[config.mk]
export PLATFORM = sky130hd
export DESIGN_NAME = rtc_rate_trim
export DESIGN_NICKNAME = d
export VERILOG_FILES = /design/src/rtl/rtccal_pkg.sv /design/src/rtl/rtccal_datapath.sv /design/src/rtl/rtccal_control.sv /design/src/rtl/rtc_rate_trim.sv
export SDC_FILE = /design/constraint.sdc
export NUM_CORES = 1
export LEC_CHECK = 0
export BUFFER_PORTS_ARGS = -buffer_cell sky130_fd_sc_hd__buf_2
export CELL_PAD_IN_SITES_DETAIL_PLACEMENT = 0
export CELL_PAD_IN_SITES_GLOBAL_PLACEMENT = 2
export CORE_MARGIN = 5
export CORE_UTILIZATION = 39
export CTS_BUF_LIST = sky130_fd_sc_hd__clkbuf_8
export DETAILED_ROUTE_END_ITERATION = 8
export PLACE_DENSITY_LB_ADDON = 0.08
export SYNTH_ARGS = -nofsm -noshare
export SYNTH_HDL_FRONTEND = slang
export SYNTH_SLANG_ARGS = --single-unit
[constraint.sdc]
create_clock -name clk -period 3.4 [get_ports clk]
set_clock_uncertainty 0.2 [all_clocks]
set_input_delay 0.85 -clock clk [delete_from_list [all_inputs] [get_ports clk]]
set_output_delay 0.85 -clock clk [all_outputs]
set_load 0.01 [all_outputs]
[src/rtl/rtccal_pkg.sv]
package rtccal_pkg;
  localparam int CAL_W = 6;

  typedef struct packed {
    logic       fast;
    logic [4:0] mag;
  } calSetting_t;

  typedef struct packed {
    logic trimOn;
    logic trimFast;
  } trimCmd_t;
endpackage

[src/rtl/rtccal_datapath.sv]
module rtccal_datapath
  import rtccal_pkg::*;
#(
  parameter int TICKS_PER_SEC = 32768,
  parameter int POS_STEP      = 256,
  parameter int NEG_STEP      = 128,
  parameter int TEST_HALF     = 32
) (
  input  logic     clk,
  input  logic     rst,
  input  logic     oscTick,
  input  logic     testEnable,
  input  trimCmd_t cmd,
  output logic     secWrap,
  output logic     secTick,
  output logic     testOut
);
  localparam int LONG_SEC = TICKS_PER_SEC + NEG_STEP;
  localparam int DIV_W    = $clog2(LONG_SEC + 1);
  localparam int TST_W    = $clog2(TEST_HALF + 1);

  logic [DIV_W-1:0] divCnt;
  logic [DIV_W-1:0] secLimit;
  logic [TST_W-1:0] tstCnt;

  always_comb begin
    if (!cmd.trimOn)        secLimit = DIV_W'(TICKS_PER_SEC);
    else if (cmd.trimFast)  secLimit = DIV_W'(TICKS_PER_SEC - POS_STEP);
    else                    secLimit = DIV_W'(LONG_SEC);
  end

  assign secWrap = oscTick && (divCnt == secLimit - DIV_W'(1));

  always_ff @(posedge clk) begin
    if (rst) begin
      divCnt  <= '0;
      secTick <= 1'b0;
    end else begin
      secTick <= secWrap;
      if (secWrap)      divCnt <= '0;
      else if (oscTick) divCnt <= divCnt + DIV_W'(1);
    end
  end

  always_ff @(posedge clk) begin
    if (rst || !testEnable) begin
      tstCnt  <= '0;
      testOut <= 1'b0;
    end else if (oscTick) begin
      if (tstCnt == TST_W'(TEST_HALF - 1)) begin
        tstCnt  <= '0;
        testOut <= ~testOut;
      end else begin
        tstCnt <= tstCnt + TST_W'(1);
      end
    end
  end

  assert_div_bound_R1: assert property (@(posedge clk) disable iff (rst)
    32'(divCnt) < LONG_SEC);
  assert_sec_pulse_R10: assert property (@(posedge clk) disable iff (rst)
    secTick |=> !secTick);
  assert_div_idle_R10: assert property (@(posedge clk) disable iff (rst)
    (!oscTick && !secWrap) |=> $stable(divCnt));
  assert_test_low_R8: assert property (@(posedge clk) disable iff (rst)
    !testEnable |=> !testOut);
endmodule

[src/rtl/rtccal_control.sv]
module rtccal_control
  import rtccal_pkg::*;
#(
  parameter int SEC_PER_MIN   = 60,
  parameter int MIN_PER_CYCLE = 64
) (
  input  logic           clk,
  input  logic           rst,
  input  logic           calWe,
  input  logic [CAL_W-1:0] calData,
  input  logic           secWrap,
  output trimCmd_t       cmd
);
  localparam int SEC_W   = $clog2(SEC_PER_MIN);
  localparam int MIN_W   = $clog2(MIN_PER_CYCLE);
  localparam int MOD_MAX = MIN_PER_CYCLE - 2;

  logic [SEC_W-1:0] secCnt;
  logic [MIN_W-1:0] minCnt;
  calSetting_t      pendingCal, activeCal;
  logic             secLast, minLast, cycleWrap, inWindow;

  assign secLast   = secCnt == SEC_W'(SEC_PER_MIN - 1);
  assign minLast   = minCnt == MIN_W'(MIN_PER_CYCLE - 1);
  assign cycleWrap = secWrap && secLast && minLast;
  assign inWindow  = (int'(minCnt) < 2 * int'(activeCal.mag)) && (int'(minCnt) < MOD_MAX);

  always_ff @(posedge clk) begin
    if (rst) begin
      secCnt     <= '0;
      minCnt     <= '0;
      pendingCal <= '0;
      activeCal  <= '0;
    end else begin
      if (calWe) pendingCal <= calSetting_t'(calData);
      if (secWrap) begin
        if (secLast) begin
          secCnt <= '0;
          if (minLast) begin
            minCnt    <= '0;
            activeCal <= pendingCal;
          end else begin
            minCnt <= minCnt + MIN_W'(1);
          end
        end else begin
          secCnt <= secCnt + SEC_W'(1);
        end
      end
    end
  end

  always_comb begin
    cmd.trimOn   = (secCnt == '0) && (activeCal.mag != '0) && inWindow;
    cmd.trimFast = activeCal.fast;
  end

  assert_setting_hold_R6: assert property (@(posedge clk) disable iff (rst)
    !cycleWrap |=> $stable(activeCal));
  assert_minute_wrap_R5: assert property (@(posedge clk) disable iff (rst)
    cycleWrap |=> (minCnt == '0 && secCnt == '0));
  assert_tail_untouched_R4: assert property (@(posedge clk) disable iff (rst)
    cmd.trimOn |-> (int'(minCnt) < MOD_MAX && secCnt == '0));
  assert_minute_step_R5: assert property (@(posedge clk) disable iff (rst)
    (secWrap && secLast && !minLast) |=> (minCnt == $past(minCnt) + MIN_W'(1)));
endmodule

[src/rtl/rtc_rate_trim.sv]
module rtc_rate_trim
  import rtccal_pkg::*;
#(
  parameter int TICKS_PER_SEC = 32768,
  parameter int POS_STEP      = 256,
  parameter int NEG_STEP      = 128,
  parameter int SEC_PER_MIN   = 60,
  parameter int MIN_PER_CYCLE = 64,
  parameter int TEST_HALF     = 32
) (
  input  logic       clk,
  input  logic       rst,
  input  logic       oscTick,
  input  logic       calWe,
  input  logic [5:0] calData,
  input  logic       testEnable,
  output logic       secTick,
  output logic       testOut
);
  trimCmd_t cmd;
  logic     secWrap;

  rtccal_control #(
    .SEC_PER_MIN  (SEC_PER_MIN),
    .MIN_PER_CYCLE(MIN_PER_CYCLE)
  ) u_ctrl (
    .clk    (clk),
    .rst    (rst),
    .calWe  (calWe),
    .calData(calData),
    .secWrap(secWrap),
    .cmd    (cmd)
  );

  rtccal_datapath #(
    .TICKS_PER_SEC(TICKS_PER_SEC),
    .POS_STEP     (POS_STEP),
    .NEG_STEP     (NEG_STEP),
    .TEST_HALF    (TEST_HALF)
  ) u_dp (
    .clk       (clk),
    .rst       (rst),
    .oscTick   (oscTick),
    .testEnable(testEnable),
    .cmd       (cmd),
    .secWrap   (secWrap),
    .secTick   (secTick),
    .testOut   (testOut)
  );
endmodule

Word level (Yosys, flattened, before mapping)
Cells that the tools add are included.

Flip-flop bits (word level): 48.

Muxes and demuxes: 5. Equality and inequality tests: 4. Reductions and logical operators: 12. Bitwise operators: 1. Add/subtract/negate cells: 5. $lt $le $gt $ge: 2.

Operators by type and width (number): $mux 16 (2); $add 6x1->6 const B (3); $mux 6 (3); $add 16x1->16 const B (1); $eq 16x16->1 (1); $sub 16x1->16 const B (1); $eq 6x6->1 const B (2); $eq 6x5->1 const B (1); $logic_not 6->1 (1); $lt 6x6->1 (1); $lt 6x6->1 const B (1); $reduce_bool 5->1 (1); $logic_and 1x1->1 (4); $reduce_and 2->1 (2); $reduce_and 3->1 (1); $reduce_or 2->1 (1); $logic_not 1->1 (1); $logic_or 1x1->1 (1); $not 1->1 (1).

Logic depth before layout (Yosys ltp)
Gate-level depths: netlist of the first run.

Depth after elaboration: 8. Depth in mapped cells: 10. Depth with buffers taken out: 8.

Cells and area by module
A second synthesis of the first run with hierarchy kept.

Cell total of the unflattened synthesis: 257. Area total of the unflattened synthesis: 2366.0 um^2.

By module, submodules not included: rtccal_control (cells each 136, area each 1258.7 um^2, times used 1, sequential area each 480.5 um^2); rtccal_datapath (cells each 121, area each 1107.3 um^2, times used 1, sequential area each 480.5 um^2).

Least setup slack after synthesis of the first run
OpenSTA, ideal clock, no wires.

Path type: input to register. From: in oscTick. To: reg u_dp.divCnt[0]. Path buffers: 2. Stages on the path: 8. Setup time: 0.115 ns. Required time: 3.085 ns. Setup slack: 0.744 ns. Arrival: 2.341 ns. Cells stage by stage: nand4_1 > nor3_1 > nand2_1 > mux2i_2 > nand2b_1 > buf_4 > buf_6 > nor2_1.

Word-level cells in the longest chain between the ends: 2.

RTL lines: start, declared (RTL line rtc_rate_trim.sv:13) `input logic oscTick,`; $logic_and 1x1->1 (RTL line rtccal_datapath.sv:32) `assign secWrap = oscTick && (divCnt == secLimit - DIV_W'(1));`; $reduce_or 2->1 (no source line); end signal, assigned (RTL line rtccal_datapath.sv:41) `else if (oscTick) divCnt <= divCnt + DIV_W'(1);`; end, declared (RTL line rtccal_datapath.sv:22) `logic [DIV_W-1:0] divCnt;`.

Several ways; a longest one is shown, not always the timed one. A chain may end at the register's enable or synchronous reset.

Final worst setup path of the first run
From: reg u_ctrl.activeCal[4] in the netlist's numbering. To: reg u_dp.divCnt[3].

Word-level cells in the longest chain between the ends: 8.

RTL lines: start, declared (RTL line rtccal_control.sv:20) `calSetting_t pendingCal, activeCal;`; start signal, assigned (RTL line rtccal_control.sv:41) `activeCal <= pendingCal;`; $lt 6x6->1 / $reduce_bool 5->1 (equally long branches) (RTL line rtccal_control.sv:26, rtccal_control.sv:53); $logic_and 1x1->1 (on tied branches) (RTL line rtccal_control.sv:26, rtccal_control.sv:53); $logic_and 1x1->1 * (RTL line rtccal_control.sv:53) `cmd.trimOn = (secCnt == '0) && (activeCal.mag != '0) && inWindow;`; $mux 16 * (RTL line rtccal_datapath.sv:27) `if (!cmd.trimOn) secLimit = DIV_W'(TICKS_PER_SEC);`; $sub 16x1->16 * (RTL line rtccal_datapath.sv:32); $eq 16x16->1 * (RTL line rtccal_datapath.sv:32); $logic_and 1x1->1 * (RTL line rtccal_datapath.sv:32); $reduce_or 2->1 (no source line) *.

Every way passes the cells marked *; elsewhere a longest branch is shown, timed or not.

==> results of run 1 <==
[layout by cell type, fill, tap and decap left out, drive strengths merged, types with 2 or more instances in the layout]
cell    netlist  layout
a21oi         4       4
nor3b         3       3
nand4        10      10
bufinv        0       2
dfxtp        48      48
and4b         2       2
a41oi         2       2
nor2         50      50
nand2        13      13
nand3         8       8
nor3         11      11
and3          3       3
nor4          3       3
o211ai        2       2
inv          11      11
clkbuf        5       5
buf           2      16
nor2b         2       2
xor2         11      11
ha            9       9
mux2i        19      19
xnor2        14      14
a311oi        2       2
[power by group through the flow]
stage | Combinational (uW) | Clock (uW) | Sequential, uW
2_1_floorplan | 27.3 | 0 | 587
3_3_place_gp | 36.9 | 0 | 588
3_5_place_dp | 36.8 | 0 | 588
4_1_cts | 36.9 | 489 | 575
5_1_grt | 40.9 | 519 | 576
6_report | 35.8 | 475 | 575
[per-stage QoR]
stage          cell area [um^2]  util (%)  power (uW)
3_5_place_dp               2380      42.9         625
3_3_place_gp               2380      42.9         625
5_1_grt                    2510      45.2        1140
4_1_cts                    2510      45.2        1100
6_report                   2510      45.2        1090
2_1_floorplan              2230         -         614
[synth_stat cells]
cell	n	area share, %
clkbuf_1	5	0.84
a41oi_1	2	0.78
mux2i_2	1	0.62
nand2b_1	1	0.28
and2_1	1	0.28
mux2i_1	18	8.1
buf_4	1	0.34
o21ai_0	1	0.22
or4_1	1	0.34
a31o_2	1	0.39
and3_1	3	0.84
nor3b_1	3	1.0
a32o_1	1	0.45
nand2_1	13	2.2
a21oi_1	4	0.90
a31oi_1	1	0.28
a211oi_1	1	0.34
nor3_1	10	2.2
ha_1	9	5.0
nor3_2	1	0.45
dfxtp_1	48	43
or2_2	1	0.28
nor2b_1	2	0.56
inv_1	11	1.8
nor4b_1	1	0.39
a21o_1	1	0.34
nand3_1	8	1.8
xnor2_1	14	5.5
nand4_1	10	2.8
a311oi_4	1	1.2
a311oi_1	1	0.39
buf_6	1	0.50
nor4_1	3	0.84
nor2_1	50	8.4
and4b_1	2	0.90
o211ai_1	2	0.67
o211a_1	1	0.45
xor2_1	11	4.3
[tightest hold or removal path, cell delays in order (launching register included)]
cell and delay [ns]:
dfxtp_1 0.34, mux2i_1 0.07, nor2_1 0.07
[final cells by class]
type,instances,area [um^2]
Fill cell,566,3030
Multi-Input combinational cell,180,1190
Sequential cell,48,961
Timing Repair Buffer,16,90.1
Tap cell,72,90.1
Clock buffer,5,68.8
Clock inverter,2,60.1
Inverter,11,41.3
[sequential cells by signal, summed over array words and instances (netlist names)]
register and cells:
u_dp.divCnt 16, u_ctrl.minCnt 6, u_ctrl.pendingCal 6, u_ctrl.secCnt 6, u_dp.tstCnt 6, u_ctrl.activeCal 5
u_ctrl.cmd 1, u_dp.secTick 1, u_dp.testOut 1
[routing by layer]
layer / wire length, um / vias to the layer above
li1: - / 882
met1: 2160 / 743
met2: 1830 / 16
met3: 114 / 6
met4: 55 / 0
met5: 0 / -
[final timing paths]
kind,endpoint,slack [ns],depth (start not counted)
min reg2reg,u_ctrl.activeCal[3],0.30,2
max,u_dp.divCnt[3],0.46,9
min,u_ctrl.activeCal[3],0.30,2
max reg2reg,u_dp.divCnt[3],0.46,9
[kinds of logic (layout without fill, tap and decap cells)]
family | Yosys count | count (layout) | synth area share (%)
and+or+nand+nor | 110 | 110 | 23.6
DFF | 48 | 48 | 43.0
xor gates and xnor gates | 25 | 25 | 9.80
muxes | 19 | 19 | 8.68
buffers and inverters | 18 | 34 | 3.53
AOI/OAI and AO/OA | 17 | 17 | 6.38
adders and majority gates | 9 | 9 | 5.04
==> results.toml, run 1 <==
[run_status]
status = "completed"

[grt]
gr-usage-met3_pct = 3.17
grt_max_degree = 26
grt_pass1_wl_um = 7360
grt_pass1_vias = 1555
grt.busiest_layer = "met2"
grtUsageMet2_pct = 19.0
antenna_found_initial = 0
grt.overflow.total = 0
grt_usage_pct = 12.3
met1_usage_pct = 16.9

[detailed_routing]
drc_errors = 0
first_iter_violations = 58
vias_per_cell = 4.93
dr.pass1.iters = 4
routedWlPerCell_um = 12.4
ant_nets = 0
vias = 1647
drt-total-wl_um = 4160

[clocking]
clockBufferDepth = 2
worstSkewPairLatency_ns = 0.29
cts_buffers = 5
path_clk_slew_ns = 0.09
cts-root-buf = "clkbuf_8"
cts_tree = "built"
cts_setup_buffers = 0
hold_buffers = 0
cts.sinks = 48
cts_resized = 0
htreeDepth = 2

[timing]
setup_tns_ns = 0
relSlewSlack_pct = 61.2
setup_slack_ns = 0.462
setup_viol = 0
layout_min_cycle_time_ns = 2.94
fmax_mhz = 340
whs_ns = 0.304
rsz0062_at_grt = "no"
drv_slew = 0
worst_pin_slew_ns = 0.571
fin_crit_sh_pct = 86.4
hold_viol = 0

[final_layout]
instances_no_fill = 334
insertedDiodeCount = 0
layout-drive-gt1-share_pct = 10.7
syn2layout_area_growth_pct = 12.1
nets = 282

[placement]
placed_cells = 327
preCtsSetupSlack_ns = 0.448
hpwl_um = 2990
gp_congestion = 0.731
io_buffer_count = 12

[critical_path]
end_kind = "flip-flop"
cp_max_fo = 16
critPathBufInv = 2
start_kind = "flip-flop"
worst-setup-path-type = "reg2reg"
crit_path_top_delay_cell = "mux2i_2"
required_ns = 3.39
critPathLaunch = "u_ctrl.activeCal[4]"
crit_family = "compound AO/OA/AOI/OAI gates"
r2r-start = "u_ctrl.activeCal[4]"
cp_cell_sequence = "inv_1, ha_1, a211oi_1, o211ai_1, a311oi_4, mux2i_2, nand2b_1, buf_4, nor2_1"
crit_arrival_ns = 2.92
slowest_delay_ns = 0.58

[pwr]
sw_frac_of_total_pct = 19.4
clkPwrFrac_pct = 43.7
p_comb_share_pct = 3.3
p_per_area_mw_per_mm2 = 433
internal_power_uw = 875
p_leak_uw = 0.000943
vdd_ir_drop_max_mv = 0.209
switching_power_uw = 211
seqPwrFrac_pct = 53.0

[floorplan]
die_w_um = 85.7
die_area_mm2 = 0.00734
start_util_pct = 40.3
core_mm2 = 0.00554
num_rows = 27
fp.dieH_um = 85.7
boundaryPins = 13

[logic_synthesis]
syn_inst = 246
ys_types = 38
syn-cell-area_mm2 = 0.00223
yosys_warnings = 0
syn_nets = 266
yosysSeqAreaShare_pct = 43.0
ys_seq_elements = 48
syn_avg_cell_area_um2 = 9.08

[run]
drv_cap = 0

[hold_path]
worst_hold_path_type = "reg2reg"
min-delay-start = "u_ctrl.pendingCal[3]"
No activity file was read; power rests on OpenSTA's default activity.
==> inputs of run 2 (changes only) <==
--- a/config.mk
+++ b/config.mk
@@ -5,13 +5,14 @@
 export SDC_FILE = /design/constraint.sdc
 export NUM_CORES = 1
 export LEC_CHECK = 0
-export BUFFER_PORTS_ARGS = -buffer_cell sky130_fd_sc_hd__buf_2
+export CAP_MARGIN = 25
 export CELL_PAD_IN_SITES_DETAIL_PLACEMENT = 0
 export CELL_PAD_IN_SITES_GLOBAL_PLACEMENT = 2
 export CORE_MARGIN = 5
-export CORE_UTILIZATION = 39
+export CORE_UTILIZATION = 41
 export CTS_BUF_LIST = sky130_fd_sc_hd__clkbuf_8
 export DETAILED_ROUTE_END_ITERATION = 8
+export DONT_BUFFER_PORTS = 1
 export PLACE_DENSITY_LB_ADDON = 0.08
 export SYNTH_ARGS = -nofsm -noshare
 export SYNTH_HDL_FRONTEND = slang
==> run 2 against run 1 <==
Compared with the run above:
- sequential cell count is the same
- power down 14%
- largest cell class unchanged
- wire length is 5.4% higher
==> results.toml, run 2 (synthesis results as in run 1) <==
[run_status]
status = "completed"

[placement]
io_buffer_count = 0
gp_congestion = 0.785
hpwl_um = 3330

[floorplan]
boundaryPins = 13
start_util_pct = 42.9
die_area_mm2 = 0.00703
fp.dieH_um = 83.8
core_mm2 = 0.00520
die_w_um = 83.8
num_rows = 26

[detailed_routing]
dr.pass1.iters = 4
vias = 1636
first_iter_violations = 41
drc_errors = 0
vias_per_cell = 5.14
routedWlPerCell_um = 13.8
ant_nets = 0
drt-total-wl_um = 4380

[final_layout]
final_cell_mix = "nor2_1 (50), dfxtp_1 (48), mux2i_1 (18), xnor2_1 (14), nand2_1 (13)"
nets = 267
insertedDiodeCount = 0
layout-drive-gt1-share_pct = 5.24
top_register = "u_dp.divCnt"
syn2layout_area_growth_pct = 6.55
layout_commonest_cell = "nor2_1"
largest_reg_flops = 16
n_fill_cell = 516

[clocking]
cts_buffers = 5
path_clk_slew_ns = 0.09
cts_setup_buffers = 0
cts_tree = "built"
hold_buffers = 0
cts-root-buf = "clkbuf_8"
cts_resized = 0
worstSkewPairLatency_ns = 0.29
clockBufferDepth = 2
cts.sinks = 48
htreeDepth = 2

[timing]
whs_ns = 0.309
hold_viol = 0
worst_pin_slew_ns = 0.614
relSlewSlack_pct = 58.9
setup_viol = 0
drv_slew = 0
fin_crit_sh_pct = 82.0
rsz0062_at_grt = "no"
layout_min_cycle_time_ns = 2.79
setup_tns_ns = 0
fmax_mhz = 359

[critical_path]
cp_cell_sequence = "inv_1, ha_1, a211oi_1, o211ai_1, a311oi_4, mux2i_2, nand2b_1, nor2_1"
slowest_delay_ns = 0.51
worst-setup-path-type = "reg2reg"
crit_arrival_ns = 2.74
required_ns = 3.35
cp_max_fo = 16
start_kind = "flip-flop"
crit_path_top_delay_cell = "nand2b_1"
end_kind = "flip-flop"
reg2reg_slack_ns = 0.61

[grt]
grt_max_degree = 26
grt_pass1_vias = 1684
grt.overflow.total = 0
grt_usage_pct = 13.4
antenna_found_initial = 0
grt_pass1_wl_um = 7710

[pwr]
vdd_ir_drop_max_mv = 0.220
p_leak_uw = 0.000860
p_per_area_mw_per_mm2 = 391

[hold_path]
worst_hold_path_type = "reg2reg"

[run]
drv_cap = 0
==> run 2: cell types whose count changed in the layout (fill, tap and decap cells not counted) <==
cell,before,now
buf_2,12,0
buf_4,4,1
bufinv_16,2,0
clkinv_4,0,1
clkinvlp_4,0,1
inv_1,11,12
==> run 2: metal layers <==
| metal | part of all wire (%) | wire length [um] | GRT usage [%] | up-vias |
|---|---|---|---|---|
| met5 | 0 | 0 | 0 | - |
| met4 | 0.71 | 31 | 4.53 | 0 |
| li1 | - | - | - | 849 |
| met2 | 52 | 2260 | 24.1 | 16 |
| met3 | 3.4 | 150 | 3.55 | 2 |
| met1 | 44 | 1940 | 15.1 | 769 |
==> run 2: worst max-delay path: cells and delay by family, from the launching register on <==
family	cells	cell delay [ns]
buf+inv	1	0.06
simple gates	2	0.63
fa+ha+maj	1	0.33
mux	1	0.27
flops	1	0.37
compound gates	3	0.78
==> run 2: path summary, 6_finish.rpt <==
check                            start                   end  depth (start not counted)
setup / recovery   u_ctrl.activeCal[4]        u_dp.divCnt[4]                          8
setup reg to reg   u_ctrl.activeCal[4]        u_dp.divCnt[4]                          8
hold / removal    u_ctrl.pendingCal[1]  u_ctrl.pendingCal[1]                          2
hold reg to reg   u_ctrl.pendingCal[1]  u_ctrl.pendingCal[1]                          2
==> run 2: metrics by stage <==
stage	power, uW	setup slack, ns	cells	area, um^2	utilization (%)
floorplan	614	0.744	246	2230	-
global placement	609	0.524	310	2290	44.0
detailed placement	611	0.441	310	2290	44.0
CTS	948	0.560	318	2380	45.7
global route	983	0.324	318	2380	45.7
finish	930	0.613	318	2380	45.7
==> run 2: power by group <==
group	internal [uW]	switching, uW	total, uW
registers	569	6.32	576
logic	10.9	11.1	22.0
clock network	144	189	333
==> run 2: layout make-up <==
cell class	instances	area [um^2]	share of cell area, %
Multi-Input combinational cell	180	1190	50.2
Clock inverter	3	20.0	0.841
Inverter	11	41.3	1.73
Clock buffer	5	68.8	2.89
Sequential cell	48	961	40.4
Tap cell	70	87.6	3.68
Timing Repair Buffer	1	7.51	0.315
==> inputs of run 3 (changes only) <==
--- a/config.mk
+++ b/config.mk
@@ -9,7 +9,7 @@
 export CELL_PAD_IN_SITES_DETAIL_PLACEMENT = 0
 export CELL_PAD_IN_SITES_GLOBAL_PLACEMENT = 2
 export CORE_MARGIN = 5
-export CORE_UTILIZATION = 41
+export CORE_UTILIZATION = 37
 export CTS_BUF_LIST = sky130_fd_sc_hd__clkbuf_8
 export DETAILED_ROUTE_END_ITERATION = 8
 export DONT_BUFFER_PORTS = 1
==> constraint.sdc (replaced) <==
create_clock -name clk -period 2.5 [get_ports clk]
set_clock_uncertainty 0.2 [all_clocks]
set_input_delay 0.625 -clock clk [delete_from_list [all_inputs] [get_ports clk]]
set_output_delay 0.625 -clock clk [all_outputs]
set_load 0.01 [all_outputs]
==> run 3 against run 2 <==
Compared with the run above:
- clock power is 80% higher
- design area is 9.6% higher
- sequential share of layout area decreased by 3.3 points
- cell count is 6.3% higher
- wire length is 0.82% lower
- sequential cell count is the same
- global-route usage down 0.53 points
- critical path depth is 1 higher
- first-iteration DRC count fell by 22%
- die area is 9.5% higher
- core utilization down 1.4 points
- largest cell class unchanged
- highest routed layer unchanged
==> results.toml, run 3 (synthesis results as in run 1) <==
[run_status]
status = "completed"

[grt]
grt_pass1_vias = 1575
grt_pass1_wl_um = 7670
grt_usage_pct = 12.8
antenna_found_initial = 0
grt.overflow.total = 0
grt_max_degree = 26

[critical_path]
worst-path-stages = 9
crit_path_top_delay_cell = "dfxtp_2"
rr_endpoint = "u_ctrl.secCnt[0]"
critPathLaunch = "u_ctrl.activeCal[4]"
reg2reg_slack_ns = 0.12
r2r-start = "u_ctrl.activeCal[4]"
slowest_delay_ns = 0.37
cp_cell_sequence = "inv_2, ha_4, a211oi_2, o211ai_1, a311oi_4, mux2i_4, buf_6, mux2i_1, nor2_1"
required_ns = 2.50
end_kind = "flip-flop"
crit_arrival_ns = 2.38
r2r.worst_path.cells = 9
cp_max_fo = 5
critPathBufInv = 2
start_kind = "flip-flop"
crit_family = "compound AO/OA/AOI/OAI gates"
worst-setup-path-type = "reg2reg"
critPathCapture = "u_ctrl.secCnt[0]"

[run]
drv_cap = 0

[timing]
drv_slew = 0
setup_viol = 0
layout_min_cycle_time_ns = 2.38
fin_crit_sh_pct = 95.3
setup_slack_ns = 0.118
relSlewSlack_pct = 74.3
hold_viol = 0
rsz0062_at_grt = "yes"
fmax_mhz = 420
worst_pin_slew_ns = 0.383

[detailed_routing]
routedWlPerCell_um = 12.9
ant_nets = 0
dr.pass1.iters = 4
drt-total-wl_um = 4350
drc_errors = 0
first_iter_violations = 32
vias = 1632
vias_per_cell = 4.83

[clocking]
cts-root-buf = "clkbuf_8"
worstSkewPairLatency_ns = 0.30
cts_buffers = 5
cts.sinks = 48
clockBufferDepth = 2
cts_tree = "built"
path_clk_slew_ns = 0.09
htreeDepth = 2
hold_buffers = 0

[final_layout]
largest_reg_flops = 16
syn2layout_area_growth_pct = 16.7
top_register = "u_dp.divCnt"
layout_commonest_cell = "nor2_1"
insertedDiodeCount = 0
final_core_util_pct = 44.3
layout-drive-gt1-share_pct = 16.0
n_fill_cell = 596
nets = 282
final_cell_mix = "nor2_1 (49), dfxtp_1 (44), mux2i_1 (18), buf_4 (15), xnor2_1 (14)"

[pwr]
p_leak_uw = 0.000979
total_power_uw = 1410
p_per_area_mw_per_mm2 = 541
vdd_ir_drop_max_mv = 0.344

[placement]
preCtsSetupSlack_ns = 0.0522
hpwl_um = 3110
io_buffer_count = 0
gp_congestion = 0.722

[floorplan]
boundaryPins = 13
start_util_pct = 38.0
num_rows = 28
fp.dieH_um = 87.7
core_mm2 = 0.00589
die_w_um = 87.7
die_area_mm2 = 0.00769

[hold_path]
worst_hold_path_type = "in2reg"
-- run 3: cell count changes in the layout (fill, tap and decap cells not counted), moves of 2 or more --
cell / change
buf_4: +14
dfxtp_2: +4
dfxtp_1: -4
inv_1: -2
-- run 3: cell type report --
cell class / instances / area (um^2) / share of cell area [%]
Multi-Input combinational cell: 180 / 1260 / 48.4
Clock inverter: 2 / 38.8 / 1.49
Inverter: 11 / 41.3 / 1.58
Clock buffer: 6 / 82.6 / 3.17
Tap cell: 75 / 93.8 / 3.60
Timing Repair Buffer: 16 / 124 / 4.75
Sequential cell: 48 / 966 / 37.0
-- run 3: timing repair --
action,4_1_cts,5_1_grt
buffers inserted,0,2
setup endpoints to repair,0,30
resized for setup,0,9
hold endpoints to repair,0,0
-- run 3: layer usage --
layer  global-route usage [%]  vias up  wire length [um]
met1                     18.0      729              2330
li1                         -      883                 -
met5                        0        -                 0
met2                     18.5       16              1810
met3                     3.67        4               137
met4                     5.02        0                65
-- run 3: how the worst min path moves through the flow --
| stage | from | endpoint | cells past startpoint |
|---|---|---|---|
| 2_1_floorplan | u_ctrl.pendingCal[0] | u_ctrl.pendingCal[0] | 2 |
| 3_3_place_gp | u_ctrl.pendingCal[5] | u_ctrl.pendingCal[5] | 2 |
| 3_5_place_dp | u_ctrl.pendingCal[1] | u_ctrl.pendingCal[1] | 2 |
| 4_1_cts | rst | u_ctrl.activeCal[4] | 1 |
| 5_1_grt | rst | u_ctrl.activeCal[2] | 1 |
| 6_report | rst | u_ctrl.secCnt[2] | 1 |
-- run 3: power breakdown --
part | internal, uW | switching (uW) | total (uW)
clock | 327 | 272 | 600
combinational | 15.1 | 15.0 | 30.1
sequential | 774 | 7.55 | 782
-- run 3: metrics by stage --
step | cells | TNS, ns | hold WS [ns] | cell area [um^2]
floorplan | 246 | 0 | 0.260 | 2270
global route | 338 | -0.743 | 0.157 | 2610
CTS | 336 | 0 | 0.170 | 2550
detailed placement | 328 | 0 | 0.286 | 2430
finish | 338 | 0 | 0.176 | 2610
global placement | 328 | 0 | 0.277 | 2430
